File: src/rtl/theta_pkg.sv
package theta_pkg;

    // Triangular theta waveform, integer-quantized.
    function automatic int unsigned wave_sample(int unsigned k,
                                                int unsigned period,
                                                int unsigned peak);
        int unsigned half;
        half = period / 2;
        if (k >= period)
            return 0;
        else if (k <= half)
            return (peak * k) / half;
        else
            return (peak * (period - k)) / half;
    endfunction

endpackage

File: src/rtl/theta_wave_lut.sv
module theta_wave_lut #(
    parameter int PERIOD = 66,
    parameter int PEAK   = 60,
    parameter int PH_W   = 7,
    parameter int AMP_W  = 6
) (
    input  logic [PH_W-1:0]  rd_a_phase,
    input  logic [PH_W-1:0]  rd_b_phase,
    output logic [AMP_W-1:0] rd_a_amp,
    output logic [AMP_W-1:0] rd_b_amp
);
    localparam int DEPTH = 2 ** PH_W;

    logic [AMP_W-1:0] tbl [DEPTH];

    for (genvar g = 0; g < DEPTH; g++) begin : g_tbl
        assign tbl[g] = AMP_W'(theta_pkg::wave_sample(g, PERIOD, PEAK));
    end

    assign rd_a_amp = tbl[rd_a_phase];
    assign rd_b_amp = tbl[rd_b_phase];
endmodule

File: src/rtl/theta_phase_seq.sv
module theta_phase_seq #(
    parameter int PERIOD   = 66,
    parameter int PEAK     = 60,
    parameter int N_DELTA  = 6,
    parameter int N_RECALL = 32,
    parameter int PH_W     = 7,
    parameter int AMP_W    = 6,
    parameter int DM_W     = 3
) (
    input  logic                clk,
    input  logic                rst,
    input  logic                tick,
    input  logic [N_RECALL-1:0] fire_in,
    output logic [PH_W-1:0]     phase_q,
    output logic [AMP_W-1:0]    amp_q,
    output logic [DM_W-1:0]     dmag_q,
    output logic                neg_q,
    output logic [N_RECALL-1:0] gate_q
);
    typedef struct packed {
        logic [PH_W-1:0]     phase;
        logic [AMP_W-1:0]    amp;
        logic [DM_W-1:0]     dmag;
        logic                neg;
        logic [N_RECALL-1:0] gate;
    } seq_t;

    seq_t cur_q, nxt_d;

    logic [PH_W-1:0]  phase_inc_d;
    logic [AMP_W-1:0] samp_cur, samp_nxt;
    logic [AMP_W-1:0] diff_full;

    assign phase_inc_d = (cur_q.phase == PH_W'(PERIOD - 1)) ? '0
                                                            : cur_q.phase + 1'b1;

    theta_wave_lut #(
        .PERIOD(PERIOD), .PEAK(PEAK), .PH_W(PH_W), .AMP_W(AMP_W)
    ) u_lut (
        .rd_a_phase(cur_q.phase),
        .rd_b_phase(phase_inc_d),
        .rd_a_amp  (samp_cur),
        .rd_b_amp  (samp_nxt)
    );

    assign diff_full = (samp_nxt >= samp_cur) ? (samp_nxt - samp_cur)
                                              : (samp_cur - samp_nxt);

    always_comb begin
        nxt_d = cur_q;
        if (rst) begin
            nxt_d = '0;
        end else if (tick) begin
            nxt_d.phase = phase_inc_d;
            nxt_d.amp   = samp_cur;
            nxt_d.dmag  = DM_W'(diff_full);
            nxt_d.neg   = (samp_nxt < samp_cur);
            nxt_d.gate  = fire_in;
        end
    end

    always_ff @(posedge clk) begin
        cur_q <= nxt_d;
    end

    assign phase_q = cur_q.phase;
    assign amp_q   = cur_q.amp;
    assign dmag_q  = cur_q.dmag;
    assign neg_q   = cur_q.neg;
    assign gate_q  = cur_q.gate;

    // the per-period step of the stored waveform fits in the delta group
    a_r5_step_fits: assert property (@(posedge clk) disable iff (rst)
        tick |-> (diff_full <= AMP_W'(N_DELTA)));

    // phase wraps to zero after the last period of the cycle
    a_r3_phase_wrap: assert property (@(posedge clk) disable iff (rst)
        (tick && phase_q == PH_W'(PERIOD - 1)) |=> (phase_q == '0));

    // no tick, no change
    a_r3_hold: assert property (@(posedge clk) disable iff (rst)
        !tick |=> ($stable(phase_q) && $stable(amp_q) && $stable(dmag_q)
                   && $stable(neg_q) && $stable(gate_q)));

    // new amplitude = old amplitude plus the old signed delta
    a_r4_amp_chain: assert property (@(posedge clk) disable iff (rst)
        tick |=> (amp_q == ($past(neg_q) ? $past(amp_q) - AMP_W'($past(dmag_q))
                                         : $past(amp_q) + AMP_W'($past(dmag_q)))));

    // amplitude never exceeds the peak
    a_r2_amp_peak: assert property (@(posedge clk) disable iff (rst)
        amp_q <= AMP_W'(PEAK));
endmodule

File: src/rtl/theta_therm_enc.sv
module theta_therm_enc #(
    parameter int N  = 60,
    parameter int CW = 6
) (
    input  logic          clk,
    input  logic          rst,
    input  logic          en,
    input  logic [CW-1:0] cnt,
    output logic [N-1:0]  vec
);
    for (genvar i = 0; i < N; i++) begin : g_bit
        assign vec[i] = en && (cnt > CW'(i));
    end

    // contiguous from bit 0
    a_r7_therm_shape: assert property (@(posedge clk) disable iff (rst)
        ((vec >> 1) & ~vec) == '0);

    // population matches the count when enabled
    a_r7_therm_pop: assert property (@(posedge clk) disable iff (rst)
        en |-> ($countones(vec) == int'(cnt)));
endmodule

File: src/rtl/theta_stim_gen.sv
module theta_stim_gen #(
    parameter int PERIOD   = 66,
    parameter int PEAK     = 60,
    parameter int N_DELTA  = 6,
    parameter int N_RECALL = 32,
    localparam int PH_W    = $clog2(PERIOD),
    localparam int AMP_W   = $clog2(PEAK + 1),
    localparam int DM_W    = $clog2(N_DELTA + 1),
    localparam int SW      = AMP_W + 2
) (
    input  logic                   clk,
    input  logic                   rst,
    input  logic                   tick,
    input  logic [N_RECALL-1:0]    fire_in,
    output logic [PH_W-1:0]        phase,
    output logic [AMP_W-1:0]       amp_cnt,
    output logic [PEAK-1:0]        amp_act,
    output logic [DM_W-1:0]        delta_mag,
    output logic                   delta_neg,
    output logic [N_DELTA-1:0]     dpos_act,
    output logic [N_DELTA-1:0]     dneg_act,
    output logic [N_RECALL-1:0]    gate_out,
    output logic [N_RECALL*SW-1:0] stim_out
);
    logic [SW-1:0] dsig;

    theta_phase_seq #(
        .PERIOD(PERIOD), .PEAK(PEAK), .N_DELTA(N_DELTA), .N_RECALL(N_RECALL),
        .PH_W(PH_W), .AMP_W(AMP_W), .DM_W(DM_W)
    ) u_seq (
        .clk    (clk),
        .rst    (rst),
        .tick   (tick),
        .fire_in(fire_in),
        .phase_q(phase),
        .amp_q  (amp_cnt),
        .dmag_q (delta_mag),
        .neg_q  (delta_neg),
        .gate_q (gate_out)
    );

    theta_therm_enc #(.N(PEAK), .CW(AMP_W)) u_amp_enc (
        .clk(clk), .rst(rst), .en(1'b1), .cnt(amp_cnt), .vec(amp_act)
    );

    theta_therm_enc #(.N(N_DELTA), .CW(DM_W)) u_dpos_enc (
        .clk(clk), .rst(rst), .en(!delta_neg), .cnt(delta_mag), .vec(dpos_act)
    );

    theta_therm_enc #(.N(N_DELTA), .CW(DM_W)) u_dneg_enc (
        .clk(clk), .rst(rst), .en(delta_neg), .cnt(delta_mag), .vec(dneg_act)
    );

    assign dsig = delta_neg ? (SW'(0) - SW'(delta_mag)) : SW'(delta_mag);

    for (genvar i = 0; i < N_RECALL; i++) begin : g_stim
        assign stim_out[SW*i +: SW] = dsig + (gate_out[i] ? SW'(amp_cnt) : SW'(0));
    end

    // only one delta group is ever active
    a_r6_groups_exclusive: assert property (@(posedge clk) disable iff (rst)
        !((|dpos_act) && (|dneg_act)));

    // a zero delta carries no negative sign
    a_r6_zero_unsigned: assert property (@(posedge clk) disable iff (rst)
        (delta_mag == '0) |-> !delta_neg);

    // delta never exceeds the group size
    a_r5_delta_bound: assert property (@(posedge clk) disable iff (rst)
        delta_mag <= DM_W'(N_DELTA));
endmodule

File: config.mk
export PLATFORM = sky130hd
export DESIGN_NAME = theta_stim_gen
export DESIGN_NICKNAME = d
export VERILOG_FILES = /design/src/rtl/theta_pkg.sv /design/src/rtl/theta_wave_lut.sv /design/src/rtl/theta_phase_seq.sv /design/src/rtl/theta_therm_enc.sv /design/src/rtl/theta_stim_gen.sv
export SDC_FILE = /design/constraint.sdc
export NUM_CORES = 1
export LEC_CHECK = 0
export BUFFER_PORTS_ARGS = -buffer_cell sky130_fd_sc_hd__buf_4
export CAP_MARGIN = 30
export CORE_AREA = 2 2 160 162
export DETAILED_ROUTE_END_ITERATION = 6
export DIE_AREA = 0 0 162 164
export PLACE_DENSITY = 0.8
export SYNTH_ARGS = -nofsm -noshare
export SYNTH_HDL_FRONTEND = slang
export SYNTH_SLANG_ARGS = --single-unit
File: constraint.sdc
create_clock -name clk -period 25.2 [get_ports clk]
set_input_delay 1.26 -clock clk [delete_from_list [all_inputs] [get_ports clk]]
set_output_delay 1.26 -clock clk [all_outputs]
set_load 0.03 [all_outputs]
* Word-level counts from Yosys, hierarchy flattened
Memory sizes are Yosys's and may differ from the RTL's. Index checks and enable logic that the tools add are counted.
Storage, ports and cells: register bits after elaboration 49, memory bits (read-only) 1536, bits of input ports 35, memories 2
Memory list:
- (name not given) | depth 128, bits a word 6, read ports 1, clocked after Yosys merged registers in 0, wr ports 0, line theta_wave_lut.sv:21 | assign rd_b_amp = tbl[rd_b_phase];
- (name not given) | depth 128, bits a word 6, read ports 1, clocked after Yosys merged registers in 0, wr ports 0, line theta_wave_lut.sv:20 | assign rd_a_amp = tbl[rd_a_phase];
Cells by class: $add $sub $neg 36, order comparisons 70, eq/ne operators 1, muxes and demuxes 39, bitwise gates (word level) 2, reductions and logical operators 13
Operator list (number):
- 8-bit by 6-bit adder with 8-bit output | 32
- 6-bit 2-to-1 mux | 36
- 6-bit > comparator (second input constant) | 28
- 6-bit by 5-bit > comparator with 1-bit output (second input constant) | 16
- 6-bit by 4-bit > comparator with 1-bit output (second input constant) | 8
- 6-bit by 3-bit > comparator with 1-bit output (second input constant) | 4
- 8-bit greater-or-equal comparator (second input constant) | 2
- 7-bit inverter with 8-bit output | 2
- 6-bit by 1-bit > comparator with 1-bit output (second input constant) | 2
- 6-bit by 2-bit > comparator with 1-bit output (second input constant) | 2
- 1-bit logical AND | 12
- 8-bit 2-to-1 mux | 1
- 7-bit by 1-bit adder with 7-bit output (second input constant) | 1
- 7-bit == test (second input constant) | 1
- 7-bit 2-to-1 mux | 1
- 6-bit greater-or-equal comparator | 1
- 3-bit by 1-bit > comparator with 1-bit output (second input constant) | 2
- 3-bit by 2-bit > comparator with 1-bit output (second input constant) | 2
- 3-bit > comparator (second input constant) | 2
- 6-bit < comparator | 1
- 3-bit subtractor | 2
- 1-bit by 3-bit subtractor with 4-bit output (first input constant) | 1
- 3-bit 2-to-1 mux | 1
- 1-bit zero test | 1

* Logic depth before layout (Yosys ltp)
Gate-level depths: netlist of the first run.
depth in word-level cells 8, depth in mapped cells 21

* By module
A second synthesis of the first run with hierarchy kept.
Unflattened totals: cell total of the unflattened synthesis 2407, area, all modules 15951.5 um^2
Modules (own cells, without submodules):
- theta_stim_gen | instances 1, cells an instance 1862, area an instance 11706.2 um^2
- theta_phase_seq | instances 1, cells an instance 217, area an instance 2199.6 um^2
- theta_wave_lut | instances 1, cells an instance 192, area an instance 1313.8 um^2
- theta_therm_enc at u_amp_enc | instances 1, cells an instance 122, area an instance 626.9 um^2
- theta_therm_enc at u_dneg_enc ... | instances 2, cells an instance 7, area an instance 52.6 um^2

* Least setup slack after synthesis of the first run
No wires, ideal clock.
kind register -> output, from register u_seq.cur_q, in the netlist u_seq.dmag_q[1], to output port stim_out[237], arrival 9.594 ns, data required time 23.940 ns, path slack 14.346 ns, stages on the path, launching flop included 9, path buffers 0, path through dfxtp_1 inv_1 o21ai_0 ha_1 a21o_1 a21oi_1 o21bai_1 a21o_1 xnor2_1
Between the ends: cells in the longest elaborated chain, start to end 3
Ends and longest elaborated chain:
- from (decl) | line theta_phase_seq.sv:28 | seq_t cur_q, nxt_d;
- from (signal assigned) | line theta_phase_seq.sv:63 | cur_q <= nxt_d;
- 1-bit by 3-bit subtractor with 4-bit output | line theta_stim_gen.sv:54 | assign dsig = delta_neg ? (SW'(0) - SW'(delta_mag)) : SW'(delta_mag);
- 8-bit 2-to-1 mux (*) | line theta_stim_gen.sv:54
- 8-bit by 6-bit adder with 8-bit output (*) | line theta_stim_gen.sv:57 | assign stim_out[SW*i +: SW] = dsig + (gate_out[i] ? SW'(amp_cnt) : SW'(0));
- to (decl) | line theta_stim_gen.sv:23 | output logic [N_RECALL*SW-1:0] stim_out
Every way passes the cells marked *; elsewhere a longest branch is shown, timed or not.

* Worst setup path in the final report of the first run
from register u_seq.cur_q, in the netlist u_seq.dmag_q[0], to output port stim_out[150]
Same word-level chain as after synthesis.

==> summary.md, run 1 <==
| Metric | Value |
|---|---|
| CTS buffer count | `5` |
| RSZ-0062 raised after global routing | `no` |
| Via/cell ratio | `approximately 5.7` |
| # diodes | `0` |
| Port Buffers | `411` |
| Total nets after synthesis | `just under 2,000` |
| YS warnings | `0` |
| Die height | `around 160 um` |
| Post-DP Area | `~16,000 um^2` |
| Via Count | `13,000` |
| Row count | `58` |
| WHS | `around 600 ps` |
| Post-CTS Setup Bufs | `0` |
| Post-synth cell types | `69` |
| Worst ir drop on vdd | `between 0.02 and 0.03 mV` |
| Nets | `2,284` |
| Post-synth top area share | `approximately a quarter` |
| Clock Path Buffers | `2` |
| Slew headroom | `approximately a third` |
| Layout cells sized above 1 | `a little under a quarter` |
| Worst clock skew | `approximately 2.5 ps` |
| Syn Area/Cell | `7.92 um^2` |
| Hold path depth | `2` |
| Fillcell total | `2,166` |
| Family with the most delay on the worst path | `adder cells` |
| Min Clock Period, post-route | `around 5600 ps` |
| Starting Density | `approximately half` |
| Outcome | `complete, no violations` |
| TritonRoute pass-1 iters | `5` |
| Multi-input combinational cell area | `around 11,000 um^2` |
| Core area | `24,800 um^2` |
| Cell depth of the worst setup path | `14` |
| Pre-CTS setup slack | `19,730 ps` |
| Pwr Density | `about 34 nW/um^2` |
| Clk_lat worst skew | `310 ps` |
| CP dominant cell by count | `ha_1` |
| Synth Instances | `~1,600` |
| Final Cell Area | `~16,000 um^2` |
| Reg area | `990 um^2` |
| CP startpoint kind | `register` |
| Setup ws final | `slightly below 20,000 ps` |
| Sink Count | `49` |
| TritonCTS clock tree | `yes` |
| Routed wire length | `approximately 45,000 um` |
| Area leader, netlist | `ha_1` |
| Worst path max stage delay | `600 ps` |
| CP max FO | `39` |
| Final Max Tran Viols | `0` |
| Critical Path RT | `~24,000 ps` |
| CP Capture Type | `primary output` |
| Setup TNS Final | `0 ps` |
| Final setup viols | `0` |
| Gp weighted congestion | `approximately 0.92` |
| GRT overflow | `0` |
| Reg2Reg Depth | `18` |
| Vias in the first global route | `12,500` |
| Chip Width | `~160 um` |
| Hold Buf Count CTS | `0` |
| Register bit total from synthesis | `between 40 and 50` |
| Hold Path Class | `reg -> reg` |
| DRT iter0 DRCs | `~700` |
| First-pass GRT wire length | `67,600 um` |
| Die area | `around 27,000 um^2` |
| Register area share after synthesis | `under 10%` |
| Total power | `0.544 mW` |
| PostCTS Resize Cnt | `0` |
| GRT Total Usage | `between 30% and 40%` |
| DR DRC count | `0` |
| Critical path, cell by cell | `buf_4 -> inv_1 -> ha_1 -> ha_1 -> nand2_1 -> nand2_2 -> ha_1 -> a21o_1 -> a21oi_1 -> inv_1 -> a21oi_1 -> o21bai_1 -> xnor2_1 -> buf_4` |
| CTS Root Cell | `clkbuf_16` |
| Max cap viols | `0` |
| Clk slew on worst S/H paths | `about 80 ps` |
| Post-DP HPWL | `approximately 34,000 um` |
| Crit Path Class | `reg -> out` |
| Leak | `just under 10 nW` |
| Bufs and invs on worst path | `4` |
| Antenna violations before repair | `0` |
| I/O pins | `around 410` |
| Cell area after synthesis | `roughly 13,000 um^2` |
| Worst-Margin Slew | `around 1000 ps` |
| Ys async rst share | `0%` |
| Largest cells by area after synthesis | `ha_1, xnor2_1, and2_1` |
| Fmax | `~180 MHz` |
| H-tree depth | `2` |
| Slowest-stage cell, CP | `ha_1` |
| Post-route ant nets | `0` |
| Largest net degree at the start of global routing | `103` |
| EDFF count, synth | `0` |
| CP Data Arrival Time | `between 4000 and 5000 ps` |
| Hold Violations, Final | `0` |
| Area grow syn2layout | `27.6%` |
| WL/cell | `between 15 and 20 um` |
| Post-synth top flop | `dfxtp_1` |
| Period utilization | `about 22%` |
[cell usage in the layout (no fill, tap or decap), types with 5 or more instances in the layout]
cell | synthesis | layout
a21boi_0 | 9 | 9
a21o_1 | 103 | 103
a21oi_1 | 165 | 165
a31oi_1 | 7 | 7
and2_1 | 164 | 164
buf_4 | 1 | 424
clkbuf_16 | 0 | 5
dfxtp_1 | 49 | 42
dfxtp_2 | 0 | 7
fa_1 | 34 | 34
ha_1 | 252 | 252
inv_1 | 119 | 119
mux2i_1 | 41 | 41
nand2_1 | 86 | 85
nand2b_1 | 11 | 11
nand3_1 | 13 | 13
nor2_1 | 76 | 76
nor2b_1 | 16 | 16
nor3_1 | 7 | 7
o21a_1 | 10 | 10
o21ai_0 | 20 | 19
o21bai_1 | 73 | 73
o22ai_1 | 7 | 7
xnor2_1 | 162 | 162
xor2_1 | 36 | 36
[tightest hold or removal path, stage by stage (launching register included)]
cell and delay, ps:
dfxtp_1 370, mux2i_1 140, nor2_1 50
[logic make-up after synthesis]
group                    after synthesis  synth area share (%)
flip-flops                            49                  7.73
AND/OR/NAND/NOR                      392                  16.2
adder cells (fa/ha/maj)              286                  30.2
XOR/XNOR                             199                  13.8
AO/OA/AOI/OAI                        436                  22.3
multiplexers                          45                  3.68
buffers and inverters                197                  6.14
[cell type report]
class | count | area share, %
Timing Repair Buffer | 426 | 19.9
Sequential cell | 49 | 6.11
Inverter | 123 | 2.88
Clock buffer | 5 | 0.772
Tap cell | 330 | 2.55
Multi-Input combinational cell | 1358 | 67.6
Clock inverter | 3 | 0.162
[path summary, 6_finish.rpt]
check	endpoint	from	slack [ps]
max reg2reg	u_seq.dmag_q[2]$_SDFFE_PP0P_	u_seq.phase_q[1]$_SDFFE_PP0P_	20400
min	u_seq.gate_q[29]$_SDFFE_PP0P_	u_seq.gate_q[29]$_SDFFE_PP0P_	600
max	stim_out[150]	u_seq.dmag_q[0]$_SDFFE_PP0P_	19590
min reg2reg	u_seq.gate_q[29]$_SDFFE_PP0P_	u_seq.gate_q[29]$_SDFFE_PP0P_	600
[power by group]
group / leakage (nW) / total [mW] / internal, mW / switching [mW]
clock: 0.0680 / 0.0774 / 0.0378 / 0.0396
sequential: 0.406 / 0.0935 / 0.0819 / 0.0116
combinational: 9.32 / 0.373 / 0.129 / 0.244
[cells in the mapped netlist (all sizes together) (7+ instances only)]
library cell,count
dfxtp,49
o21ai,24
nor3,8
a21boi,10
buf,24
a31oi,7
a21oi,165
a21o,103
inv,121
nand2b,11
nand3,13
fa,34
o21bai,73
clkbuf,50
and2,165
mux2i,41
nor2,76
xor2,36
o22ai,7
ha,252
nand2,86
nor2b,16
o21a,10
xnor2,163
[routing by layer]
| metal | track usage (%) | vias up | part of all wire [%] |
|---|---|---|---|
| li1 | - | 6212 | - |
| met1 | 37.3 | 6172 | 39 |
| met2 | 57.3 | 509 | 49 |
| met3 | 5.35 | 127 | 7.0 |
| met4 | 15.2 | 0 | 5.1 |
| met5 | 0 | - | 0 |
[registers in the layout (all words and copies together), names as in the netlist]
signal,flops
u_seq.neg_q,1
u_seq.gate_q,32
u_seq.dmag_q,3
u_seq.phase_q,7
u_seq.amp_q,6
[metrics by stage]
stage          std cells  util, %
2_1_floorplan       1604        -
3_3_place_gp        2284     64.5
3_5_place_dp        2285     64.6
4_1_cts             2293     65.2
5_1_grt             2294     65.3
6_report            2294     65.3
Note: power is estimated with default switching activity, not from simulation.
==> inputs of run 2 (changes only) <==
Settings changed: CORE_AREA 2 2 160 162 to 2 2 161 163, DIE_AREA 0 0 162 164 to 0 0 163 165.
Clock period 25.2 ns to 5.4 ns, I/O delays scaled along.
==> run 2 against run 1 <==
Register-to-register slack worse by 20000 ps. Clock skew increased by 0.99 ps. Worst setup slack got worse by 19000 ps. Final area is 0.55% higher. Critical path depth stayed put. Power grew to 4.7 times the previous value. Utilization shrank 0.21 points. Sequential power rose to 4.7 times the previous value. Die area increased by 1.2%. Non-clock buffer count is 8 higher. Via count grew 0.47%. Sequential share of layout area is essentially flat. Critical path type is now reg -> reg. Largest power group unchanged.
==> summary.md, run 2 (synthesis gave the netlist of run 1 again) <==
| Metric | Value |
|---|---|
| Fin util | `65.1% (was 65.3%)` |
| Outcome | `complete, no violations (unchanged)` |
| Switching share of power | `54.0% (was 54.3%)` |
| WHS | `195 ps (was 604 ps)` |
| Clk slew on worst S/H paths | `80 ps (about the same)` |
| Post-CTS Setup Bufs | `0 (unchanged)` |
| Sw power | `1.37 mW (was 0.296 mW)` |
| Clock Path Buffers | `2 (unchanged)` |
| Area grow syn2layout | `28.3% (was 27.6%)` |
| CP Data Arrival Time | `4780 ps (was 4350 ps)` |
| Final Cell Area | `16,300 um^2 (was 16,200 um^2)` |
| Period utilization | `between 80% and 90%` |
| Gp weighted congestion | `0.955 (was 0.924)` |
| Leak | `9.84 nW (was 9.79 nW)` |
| Clk_lat worst skew | `310 ps (about the same)` |
| Commonest cells after routing, fill and taps aside | `buf_4, ha_1, a21oi_1 (unchanged)` |
| Via/cell ratio | `5.68 (about the same)` |
| Clock Power Share | `13.8% (was 14.2%)` |
| CP Capture Type | `register (was primary output)` |
| Int Power | `1.17 mW (was 0.249 mW)` |
| Chip Width | `163 um (was 162 um)` |
| Max cap viols | `0 (unchanged)` |
| Sequential fraction of design power | `17.2% (about the same)` |
| Hold Startpoint | `fire_in[24] (was u_seq.gate_q[29]$_SDFFE_PP0P_)` |
| Core area | `25,000 um^2 (was 24,800 um^2)` |
| Via Count | `13,100 (was 13,000)` |
| RSZ-0062 raised after global routing | `no (unchanged)` |
| Setup TNS Final | `0 ps (unchanged)` |
| Post-route ant nets | `0 (unchanged)` |
| Worst ir drop on vdd | `0.105 mV (was 0.0273 mV)` |
| Fin cells | `2,302 (was 2,294)` |
| Sink Count | `49 (unchanged)` |
| Fmax | `217 MHz` |
| H-tree depth | `2 (unchanged)` |
| Starting Density | `50.7% (was 51.2%)` |
| Crit Path Class | `reg -> reg (was reg -> out)` |
| Hold Path Class | `in -> reg (was reg -> reg)` |
| Routed wire length | `44,800 um (about the same)` |
| Inst Count DP | `2,294 (was 2,285)` |
| Final setup viols | `0 (unchanged)` |
| GRT Total Usage | `31.8% (was 32.0%)` |
| I/O pins | `412 (unchanged)` |
| Met3 GRT Util | `4.42% (was 5.35%)` |
| Comb pwr share | `69.0% (was 68.6%)` |
| Antenna violations before repair | `0 (unchanged)` |
| Post-DP HPWL | `34,000 um (was 33,600 um)` |
| Critical Path RT | `5570 ps (was 23,940 ps)` |
| WL/cell | `19.5 um (about the same)` |
| DR DRC count | `0 (unchanged)` |
| Row count | `58 (unchanged)` |
| FF-to-FF setup slack | `800 ps (was 20,400 ps)` |
| Reg-to-Reg Start | `u_seq.phase_q[1]$_SDFFE_PP0P_ (unchanged)` |
| Most common cell after layout, fill and taps aside | `buf_4 (unchanged)` |
| Die area | `26,900 um^2 (was 26,600 um^2)` |
| Setup ws final | `797 ps (was 19,590 ps)` |
| CTS Root Cell | `clkbuf_16 (unchanged)` |
| CP max FO | `13 (was 39)` |
| Met2 GRT Util | `55.4% (was 57.3%)` |
| Worst clock skew | `3.48 ps (was 2.49 ps)` |
| Total power | `2.54 mW (was 0.544 mW)` |
| Min Clock Period, post-route | `about 4600 ps` |
| Die height | `165 um (was 164 um)` |
| Hold Buf Count CTS | `0 (unchanged)` |
| CP startpoint kind | `register (unchanged)` |
| Largest net degree at the start of global routing | `84 (was 103)` |
| Pwr Density | `156 nW/um^2 (was 33.6 nW/um^2)` |
| Pre-CTS setup slack | `863 ps (was 19,730 ps)` |
| Worst-Margin Slew | `910 ps (was 998 ps)` |
| GRT overflow | `0 (unchanged)` |
| Port Buffers | `411 (unchanged)` |
| Layout cells sized above 1 | `23.5% (was 23.2%)` |
| Vias in the first global route | `12,200 (was 12,500)` |
| Setup crit start | `u_seq.phase_q[1]$_SDFFE_PP0P_ (was u_seq.dmag_q[0]$_SDFFE_PP0P_)` |
| Final Max Tran Viols | `0 (unchanged)` |
| Nets | `2,292 (was 2,284)` |
| Post-DP Area | `16,100 um^2 (was 16,000 um^2)` |
| # diodes | `0 (unchanged)` |
| CTS buffer count | `5 (unchanged)` |
| PostCTS Resize Cnt | `0 (unchanged)` |
| First-pass GRT wire length | `67,200 um (was 67,600 um)` |
| TritonRoute pass-1 iters | `5 (unchanged)` |
| Max FFs per register | `32 (unchanged)` |
| Gr busiest metal | `met2 (unchanged)` |
| Slew headroom | `39.1% (was 33.2%)` |
| DRT iter0 DRCs | `932 (was 715)` |
| Hold Violations, Final | `0 (unchanged)` |
| TritonCTS clock tree | `yes (unchanged)` |
| Met1 Track Usage GR | `39.1% (was 37.3%)` |
-- run 2: cell types whose count changed in the layout (fill, tap and decap cells not counted), sizes merged --
| cell | delta |
|---|---|
| buf | +8 |
-- run 2: path summary, 6_finish.rpt --
kind	cells past startpoint	to
hold / removal	3	u_seq.gate_q[24]$_SDFFE_PP0P_
setup / recovery	14	u_seq.dmag_q[2]$_SDFFE_PP0P_
setup reg to reg	14	u_seq.dmag_q[2]$_SDFFE_PP0P_
hold reg to reg	2	u_seq.amp_q[4]$_SDFFE_PP0P_
-- run 2: area by class of cell --
class,instances,area [um^2]
Sequential cell,49,988
Clock buffer,5,125
Fill cell,2170,8740
Timing Repair Buffer,434,3310
Tap cell,330,413
Inverter,123,467
Clock inverter,3,26.3
Multi-Input combinational cell,1358,11000
-- run 2: power by group through the flow --
stage               logic (mW)  registers, mW  clock network [mW]
global placement          1.71          0.444                   0
detailed placement        1.74          0.443                   0
CTS                       1.75          0.435               0.354
global route              1.85          0.441               0.367
finish                    1.75          0.436               0.350
floorplan                 1.10          0.462                   0
-- run 2: routing by layer --
metal | share of wire [%] | up-vias
met1 | 41 | 6208
met2 | 48 | 550
met5 | 0 | -
met3 | 6.8 | 119
met4 | 4.6 | 0
li1 | - | 6204
-- run 2: worst max-delay path, cell delays in order, from the launching register on --
cell and delay, ps:
dfxtp_1 620, ha_1 360, inv_1 140, ha_1 600, clkinv_1 410, nand2_1 260
o21ai_0 110, and3_1 220, a311o_1 380, fa_1 450, a21o_1 170, a21oi_1 260
mux2i_1 250, xor2_1 170, o22ai_1 80
